`src/rtl/pll_seq_pkg.sv`:
```
package pll_seq_pkg;
  typedef enum logic [1:0] {
    ST_IDLE = 2'd0,
    ST_WAIT = 2'd1,
    ST_PRST = 2'd2,
    ST_DRST = 2'd3
  } seq_state_e;
endpackage

```
`src/rtl/pll_lock_sync.sv`:
```
module pll_lock_sync #(
  parameter int STAGES = 2
) (
  input  logic clk,
  input  logic rst,
  input  logic d,
  output logic q
);
  logic [STAGES-1:0] stg;

  genvar gi;
  generate
    for (gi = 0; gi < STAGES; gi++) begin : g_stage
      if (gi == 0) begin : g_first
        always_ff @(posedge clk) begin
          if (rst) stg[gi] <= 1'b0;
          else     stg[gi] <= d;
        end
      end else begin : g_next
        always_ff @(posedge clk) begin
          if (rst) stg[gi] <= 1'b0;
          else     stg[gi] <= stg[gi-1];
        end
      end
    end
  endgenerate

  assign q = stg[STAGES-1];
endmodule

```
`src/rtl/pll_phase_timer.sv`:
```
module pll_phase_timer #(
  parameter int CW = 8
) (
  input  logic          clk,
  input  logic          rst,
  input  logic          clr,
  input  logic [CW-1:0] lim,
  output logic          hit
);
  logic [CW-1:0] cnt;

  always_ff @(posedge clk) begin
    if (rst || clr) cnt <= '0;
    else            cnt <= cnt + 1'b1;
  end

  // phase ends on the edge that completes lim cycles
  assign hit = (cnt == lim - 1'b1);
endmodule

```
`src/rtl/pll_lock_fsm.sv`:
```
module pll_lock_fsm
  import pll_seq_pkg::*;
#(
  parameter int MAX_TRIES = 10,
  parameter int TW        = 4
) (
  input  logic          clk,
  input  logic          rst,
  input  logic          start,
  input  logic          neg_mode,
  input  logic          single_style,
  input  logic          lock_s,
  input  logic          hit,
  output logic          tmr_clr,
  output logic          in_wait,
  output logic          sty_q,
  output logic          pol_q,
  output logic          pll_rst,
  output logic          det_rst,
  output logic          done,
  output logic          locked,
  output logic          fail,
  output logic [TW-1:0] retries
);
  localparam logic [TW-1:0] LAST_TRY = TW'(MAX_TRIES);

  seq_state_e state;

  assign tmr_clr = (state == ST_IDLE) || hit;
  assign in_wait = (state == ST_WAIT);

  always_ff @(posedge clk) begin
    if (rst) begin
      state   <= ST_IDLE;
      sty_q   <= 1'b0;
      pol_q   <= 1'b0;
      pll_rst <= 1'b0;
      det_rst <= 1'b0;
      done    <= 1'b0;
      locked  <= 1'b0;
      fail    <= 1'b0;
      retries <= '0;
    end else begin
      done <= 1'b0;
      unique case (state)
        ST_IDLE: begin
          if (start) begin
            state   <= ST_WAIT;
            pol_q   <= neg_mode;
            sty_q   <= single_style;
            pll_rst <= neg_mode;
            det_rst <= 1'b0;
            locked  <= 1'b0;
            fail    <= 1'b0;
            retries <= '0;
          end
        end
        ST_WAIT: begin
          if (hit) begin
            if (lock_s) begin
              state  <= ST_IDLE;
              done   <= 1'b1;
              locked <= 1'b1;
            end else begin
              state   <= ST_PRST;
              pll_rst <= ~pol_q;
              retries <= retries + 1'b1;
            end
          end
        end
        ST_PRST: begin
          if (hit) begin
            pll_rst <= pol_q;
            if (!sty_q) begin
              state   <= ST_DRST;
              det_rst <= 1'b1;
            end else if (retries == LAST_TRY) begin
              state <= ST_IDLE;
              done  <= 1'b1;
              fail  <= 1'b1;
            end else begin
              state <= ST_WAIT;
            end
          end
        end
        ST_DRST: begin
          if (hit) begin
            det_rst <= 1'b0;
            if (retries == LAST_TRY) begin
              state <= ST_IDLE;
              done  <= 1'b1;
              fail  <= 1'b1;
            end else begin
              state <= ST_WAIT;
            end
          end
        end
        default: state <= ST_IDLE;
      endcase
    end
  end
endmodule

```
`src/rtl/pll_lock_seq.sv`:
```
module pll_lock_seq #(
  parameter int SETTLE_CYC  = 6250,
  parameter int PULSE_CYC   = 4,
  parameter int MAX_TRIES   = 10,
  parameter int SYNC_STAGES = 2,
  localparam int TW         = $clog2(MAX_TRIES + 1)
) (
  input  logic          clk,
  input  logic          rst,
  input  logic          start,
  input  logic          lock_main,
  input  logic          lock_alt,
  input  logic          neg_mode,
  input  logic          single_style,
  output logic          pll_rst,
  output logic          det_rst,
  output logic          done,
  output logic          locked,
  output logic          fail,
  output logic [TW-1:0] retries
);
  localparam int LONGEST = (SETTLE_CYC > PULSE_CYC) ? SETTLE_CYC : PULSE_CYC;
  localparam int CW      = $clog2(LONGEST + 1);
  localparam logic [CW-1:0] SETTLE_L = CW'(SETTLE_CYC);
  localparam logic [CW-1:0] PULSE_L  = CW'(PULSE_CYC);

  logic          sty_q;
  logic          pol_q;
  logic          lock_s;
  logic          hit;
  logic          tmr_clr;
  logic          in_wait;
  logic [CW-1:0] lim;

  pll_lock_sync #(.STAGES(SYNC_STAGES)) u_sync (
    .clk (clk),
    .rst (rst),
    .d   (sty_q ? lock_alt : lock_main),
    .q   (lock_s)
  );

  assign lim = in_wait ? SETTLE_L : PULSE_L;

  pll_phase_timer #(.CW(CW)) u_timer (
    .clk (clk),
    .rst (rst),
    .clr (tmr_clr),
    .lim (lim),
    .hit (hit)
  );

  pll_lock_fsm #(.MAX_TRIES(MAX_TRIES), .TW(TW)) u_fsm (
    .clk          (clk),
    .rst          (rst),
    .start        (start),
    .neg_mode     (neg_mode),
    .single_style (single_style),
    .lock_s       (lock_s),
    .hit          (hit),
    .tmr_clr      (tmr_clr),
    .in_wait      (in_wait),
    .sty_q        (sty_q),
    .pol_q        (pol_q),
    .pll_rst      (pll_rst),
    .det_rst      (det_rst),
    .done         (done),
    .locked       (locked),
    .fail         (fail),
    .retries      (retries)
  );
endmodule

```
`config.mk`:
```
export PLATFORM = sky130hd
export DESIGN_NAME = pll_lock_seq
export DESIGN_NICKNAME = d
export VERILOG_FILES = /design/src/rtl/pll_seq_pkg.sv /design/src/rtl/pll_lock_sync.sv /design/src/rtl/pll_phase_timer.sv /design/src/rtl/pll_lock_fsm.sv /design/src/rtl/pll_lock_seq.sv
export SDC_FILE = /design/constraint.sdc
export NUM_CORES = 1
export LEC_CHECK = 0
export BUFFER_PORTS_ARGS = -buffer_cell sky130_fd_sc_hd__clkbuf_2
export CORE_MARGIN = 4
export CORE_UTILIZATION = 45
export CTS_CLUSTER_DIAMETER = 150
export DETAILED_ROUTE_END_ITERATION = 12
export SLEW_MARGIN = 25
export SYNTH_ARGS = -nofsm -noshare
export SYNTH_HDL_FRONTEND = slang
export SYNTH_SLANG_ARGS = --single-unit
```
`constraint.sdc`:
```
create_clock -name clk -period 2.9 [get_ports clk]
set_clock_uncertainty 0.1 [all_clocks]
set_input_delay 0.58 -clock clk [delete_from_list [all_inputs] [get_ports clk]]
set_output_delay 0.58 -clock clk [all_outputs]
set_load 0.005 [all_outputs]
```
# [After elaboration in Yosys (flattened, before gate mapping)]
# Cells that the tools add are included.
[word_totals] reg_bits=28 input_bits=7 out_inout_bits=9 wordCells=81
[classes] add_sub_neg=3 n_eq_ne=13 n_mux=39 n_bitwise=1 n_reduce_logical=13
[op_table] operator="two-way mux 1 bit" n=22
[op_table] operator="AND reduction 5 bit" n=3
[op_table] operator="adder 13 x 1 -> 13 bit (second input constant)" n=1
[op_table] operator="== test 13 bit" n=1
[op_table] operator="two-way mux 13 bit" n=1
[op_table] operator="subtractor 13 x 1 -> 13 bit (second input constant)" n=1
[op_table] operator="two-way mux 2 bit" n=6
[op_table] operator="two-way mux 4 bit" n=3
[op_table] operator="case mux 1 bit (3 select lines)" n=4
[op_table] operator="AND reduction 4 bit" n=3
[op_table] operator="inequality test 2 x 1 -> 1 bit (second input constant)" n=5
[op_table] operator="case mux 2 bit (4 select lines)" n=1
[op_table] operator="case mux 4 bit (2 select lines)" n=1
[op_table] operator="inequality test 2 bit (second input constant)" n=3
[op_table] operator="nonzero test 3 bit" n=2
[op_table] operator="adder 4 x 1 -> 4 bit (second input constant)" n=1
[op_table] operator="== test 2 bit (second input constant)" n=2
[op_table] operator="== test 4 bit (second input constant)" n=1
[op_table] operator="== test 2 x 1 -> 1 bit (second input constant)" n=1
[op_table] operator="logical NOT 2 bit" n=1
[op_table] operator="logical OR 1 bit" n=2
[op_table] operator="case mux 1 bit (2 select lines)" n=1
[op_table] operator="AND reduction 2 bit" n=1
[op_table] operator="nonzero test 2 bit" n=1
[op_table] operator="NOT 1 bit" n=1

# [Longest topological paths before layout]
[logic_depth] ltp_word=6 mapped_depth=8 ltp_nobuf=7

# [Modules after synthesis]
# From an unflattened synthesis, not the netlist that was laid out.
[hier_totals] hier_cells=229 area_unflattened_um2=1856.8
[modules_own_cells] mod="pll_phase_timer" instances=1 cells_each=135 area_per_inst_um2=1032.2 seq_area_each_um2=260.2
[modules_own_cells] mod="pll_lock_fsm" instances=1 cells_each=87 area_per_inst_um2=749.5 seq_area_each_um2=260.2
[modules_own_cells] mod="pll_lock_sync" instances=1 cells_each=4 area_per_inst_um2=52.6 seq_area_each_um2=40.0
[modules_own_cells] mod="pll_lock_seq" instances=1 cells_each=3 area_per_inst_um2=22.5 seq_area_each_um2=0.0

# [Least setup slack after synthesis]
# Ideal clock, no wire load.
[synth_timing] path_type="flip-flop to flip-flop" from="register u_fsm.state[1]" to="register u_timer.cnt[10]" arrival_ns=1.533 t_required_ns=2.736 slack_ns=1.203 path_stages_with_launch=9 period_less_slack_ns=1.697 cell_sequence="dfxtp_1 inv_1 ha_1 clkbuf_1 nand3_1 a21oi_1 or3_1 buf_2 nor2_1"
[synth_between] elab_chain_len=6
[synth_rtl] element="start: declaration" line="pll_lock_fsm.sv:27" rtl="seq_state_e state;"
[synth_rtl] element="start signal: assignment" line="pll_lock_fsm.sv:34" rtl="state <= ST_IDLE;"
[synth_rtl] element="start signal: assignment" line="pll_lock_fsm.sv:48" rtl="state <= ST_WAIT;"
[synth_rtl] element="start signal: assignment" line="pll_lock_fsm.sv:61" rtl="state <= ST_IDLE;"
[synth_rtl] element="== test 2 x 1 -> 1 bit" line="pll_lock_fsm.sv:30" rtl="assign in_wait = (state == ST_WAIT);"
[synth_rtl] element="via in_wait" line="pll_lock_seq.sv:32" rtl="logic in_wait;"
[synth_rtl] element="two-way mux 13 bit" line="pll_lock_seq.sv:42" rtl="assign lim = in_wait ? SETTLE_L : PULSE_L;"
[synth_rtl] element="subtractor 13 x 1 -> 13 bit" line="pll_phase_timer.sv:18" rtl="assign hit = (cnt == lim - 1'b1);"
[synth_rtl] element="== test 13 bit" line="pll_phase_timer.sv:18"
[synth_rtl] element="logical OR 1 bit" line="pll_lock_fsm.sv:29" rtl="assign tmr_clr = (state == ST_IDLE) || hit;"
[synth_rtl] element="logical OR 1 bit" line="pll_phase_timer.sv:13" rtl="if (rst || clr) cnt <= '0;"
[synth_rtl] element="end signal: assignment" line="pll_phase_timer.sv:14" rtl="else cnt <= cnt + 1'b1;"
[synth_rtl] element="end: declaration" line="pll_phase_timer.sv:10" rtl="logic [CW-1:0] cnt;"
# The timed path passes the listed nets, and every way through them passes these cells.
# A chain may end at the register's enable or synchronous reset.

# [Worst setup path in the final report]
[layout_timing] from="register u_fsm.state[1]" to="register u_timer.cnt[4]"
# Same word-level chain as after synthesis.

==> run_results.csv <==
group,metric,value,unit
status,status,"finished clean",
setup_path,crit_type,"flop to flop",
timing,rsz0062_at_grt,"no",
timing,min_period,2.13,ns
synth,synth_area_per_cell,8.53,um2
floorplanning,core_area,3080,um2
setup_path,path_max_fanout,20,
placement,pre_cts_slack,0.798,ns
clock_tree,tritoncts,"done",
synth,yosys_warnings,0,
setup_path,crit_chain,"inv_1, ha_1, nand3b_1, a21oi_1, or3_1, nor2_1",
drt,route.detailed.drc,0,
synth,synthCells,172,
floorplanning,io_pins,16,
synth,synth_top_area_share,38.2,%
global_routing,grt_max_degree,21,
pwr,ir_worst_vdd,0.349,mV
timing,setup_tns,0,ns
placement,gp_congestion,0.807,
synth,yosys.area.top_type,"dfxtp_1",
finish,instances_no_fill,230,
timing,slew_headroom,55.6,%
clock_tree,clock-sinks,28,
run,cap_viol_max_count,0,
drt,dr_total_vias,1262,
finish,area_growth,11.0,%
global_routing,track_usage,16.3,%
timing,fin_crit_sh,73.6,%
finish,drive_gt1_share,14.5,%
global_routing,grt_pass1_wl,5420,um
clock_tree,clk_path_buf_depth,2,
setup_path,worstPathRequired,3.09,ns
floorplanning,dieArea,4240,um2
finish,fill_cells,308,
drt,detail-route-antenna-nets,0,
clock_tree,cts_root_buf,"clkbuf_4",
clock_tree,cts_hold_buf,0,
synth,synth_area_leaders,"dfxtp_1 38%, nor2_1 7.4%, ha_1 6.0%",
drt,wl,3140,um
setup_path,cpPeakStageDelay,0.58,ns
synth,ys_ff_latch,28,
synth,netlist_area,1470,um2
clock_tree,path_clk_slew,0.16,ns
synth,seq_area_frac_synth,38.2,%
synth,synthArstFlopShare,0,%
timing,setup_viol,0,
floorplanning,dieHeight,65.1,um
timing,slew_viol_final,0,
timing,max_freq,469,MHz
finish,nets,201,
pwr,power,1040,uW
setup_path,cpMaxStageDelayCell,"ha_1",
global_routing,overflow,0,
synth,yosysUniqueCellTypes,45,
clock_tree,cts_resized,0,
setup_path,cpLargestDelayFamily,"simple AND/OR/NAND/NOR gates",
clock_tree,cts_made_buffers,3,
synth,synth_nets,186,
synth,synth_ff_type,"dfxtp_1",
synth,ys_top_cells_by_count,"29 x nor2_1, 28 x dfxtp_1, 17 x nand2_1",
timing,finalHoldViolCount,0,
drt,wl_per_cell,13.6,um
setup_path,cp.buffers_inverters,1,
placement,dp.cells,226,
timing,timing.final.ws_setup,0.766,ns
floorplanning,die_x,65.1,um
worst_hold_path,hold_path_class,"input port to flop",
floorplanning,rows,20,
clock_tree,htreeDepth,1,
floorplanning,start_util,47.7,%
clock_tree,worstSkewPairLatency,0.34,ns
placement,dp_hpwl,2280,um
pwr,power_density,640,nW/um2
drt,initialDrtViolationCount,85,
setup_path,cp-end-kind,"flop",
timing,worst_pin_slew,0.666,ns
drt,via_per_inst,5.49,
synth,synth_edf_count,0,
synth,yosysMostFrequentCell,"nor2_1",
finish,diodes,0,
pwr,p_leak,0.000601,uW
placement,port-buffer-count,15,
global_routing,antenna_found_initial,0,
clock_tree,post-cts-setup-buffers,0,
setup_path,critPathArrivalTime,2.33,ns
setup_path,cp-start-kind,"flop",
global_routing,grt_pass1_vias,1199,
drt,drt-pass1-iter-count,4,
## registers in the layout, indices dropped and copies added (netlist names)
| signal | count |
|---|---|
| u_fsm.fail | 1 |
| u_fsm.state | 2 |
| u_fsm.retries | 4 |
| u_fsm.pll_rst | 1 |
| u_sync.q | 1 |
| u_fsm.sty_q | 1 |
| u_fsm.pol_q | 1 |
| u_timer.cnt | 13 |
| u_fsm.locked | 1 |
| u_fsm.done | 1 |
| u_fsm.det_rst | 1 |
| u_sync.stg | 1 |
## metal layers
| metal | wire length [um] | global-route usage (%) |
|---|---|---|
| met2 | 1340 | 24.4 |
| met5 | 0 | 0 |
| met3 | 133 | 2.22 |
| met4 | 65 | 7.51 |
| met1 | 1600 | 23.2 |
## worst paths after layout
| kind | startpoint | endpoint | slack [ns] | cells past startpoint |
|---|---|---|---|---|
| max reg2reg | u_fsm.state[1]$_SDFFE_PP0P_ | u_timer.cnt[4]$_SDFF_PP0_ | 0.77 | 6 |
| min reg2reg | u_sync.stg[0]$_SDFF_PP0_ | u_sync.q$_SDFF_PP0_ | 0.37 | 1 |
| max | u_fsm.state[1]$_SDFFE_PP0P_ | u_timer.cnt[4]$_SDFF_PP0_ | 0.77 | 6 |
| min | single_style | u_fsm.sty_q$_SDFFE_PP0P_ | 0.36 | 3 |
## layout make-up
cell class	instances	area, um2	share of cell area (%)
Multi-Input combinational cell	133	863	53.0
Sequential cell	28	561	34.4
Timing Repair Buffer	15	75.1	4.61
Tap cell	44	55.1	3.38
Clock inverter	1	30.0	1.84
Clock buffer	3	22.5	1.38
Inverter	6	22.5	1.38
## cells by family (layout without fill, tap and decap cells)
kind of cell             after synthesis  count (layout)  synth area share (%)
XOR/XNOR                              11              11                  6.56
adder cells (fa/ha/maj)                7               7                  5.97
flip-flops                            28              28                  38.2
AO/OA/AOI/OAI                         28              28                  13.5
multiplexers                           4               4                  2.73
buffers and inverters                 11              25                  2.98
AND/OR/NAND/NOR                       83              83                  30.1
## metrics by stage
stage               util (%)  hold WS (ns)  cell area [um2]
floorplan                  -         0.314             1470
global placement        51.2         0.322             1580
detailed placement      51.2         0.338             1580
CTS                     52.9         0.357             1630
global route            52.9         0.354             1630
finish                  52.9         0.360             1630
## layout by cell type (no fill, tap or decap), types with 2 or more instances in the layout
master	count
clkbuf_4	3
nand2b_1	2
o21a_1	2
inv_1	6
xnor2_1	5
ha_1	7
nor3_1	2
xor2_1	6
nand3_1	7
a21oi_1	11
nor4b_1	2
nor2b_1	2
and2_1	2
nand3b_1	3
nor2_1	29
nand2_1	17
mux2i_1	4
dfxtp_1	28
clkbuf_2	15
nand4_1	7
## worst register-to-register path, stage by stage (launching register included)
cell	delay (ns)
dfxtp_1	0.37
inv_1	0.09
ha_1	0.58
nand3b_1	0.20
a21oi_1	0.07
or3_1	0.51
nor2_1	0.17
## power by group
part | internal [uW] | switching (uW)
clock network | 140 | 122
logic | 124 | 200
registers | 420 | 36.2
total | 684 | 359
(Power assumes the default switching activity.)
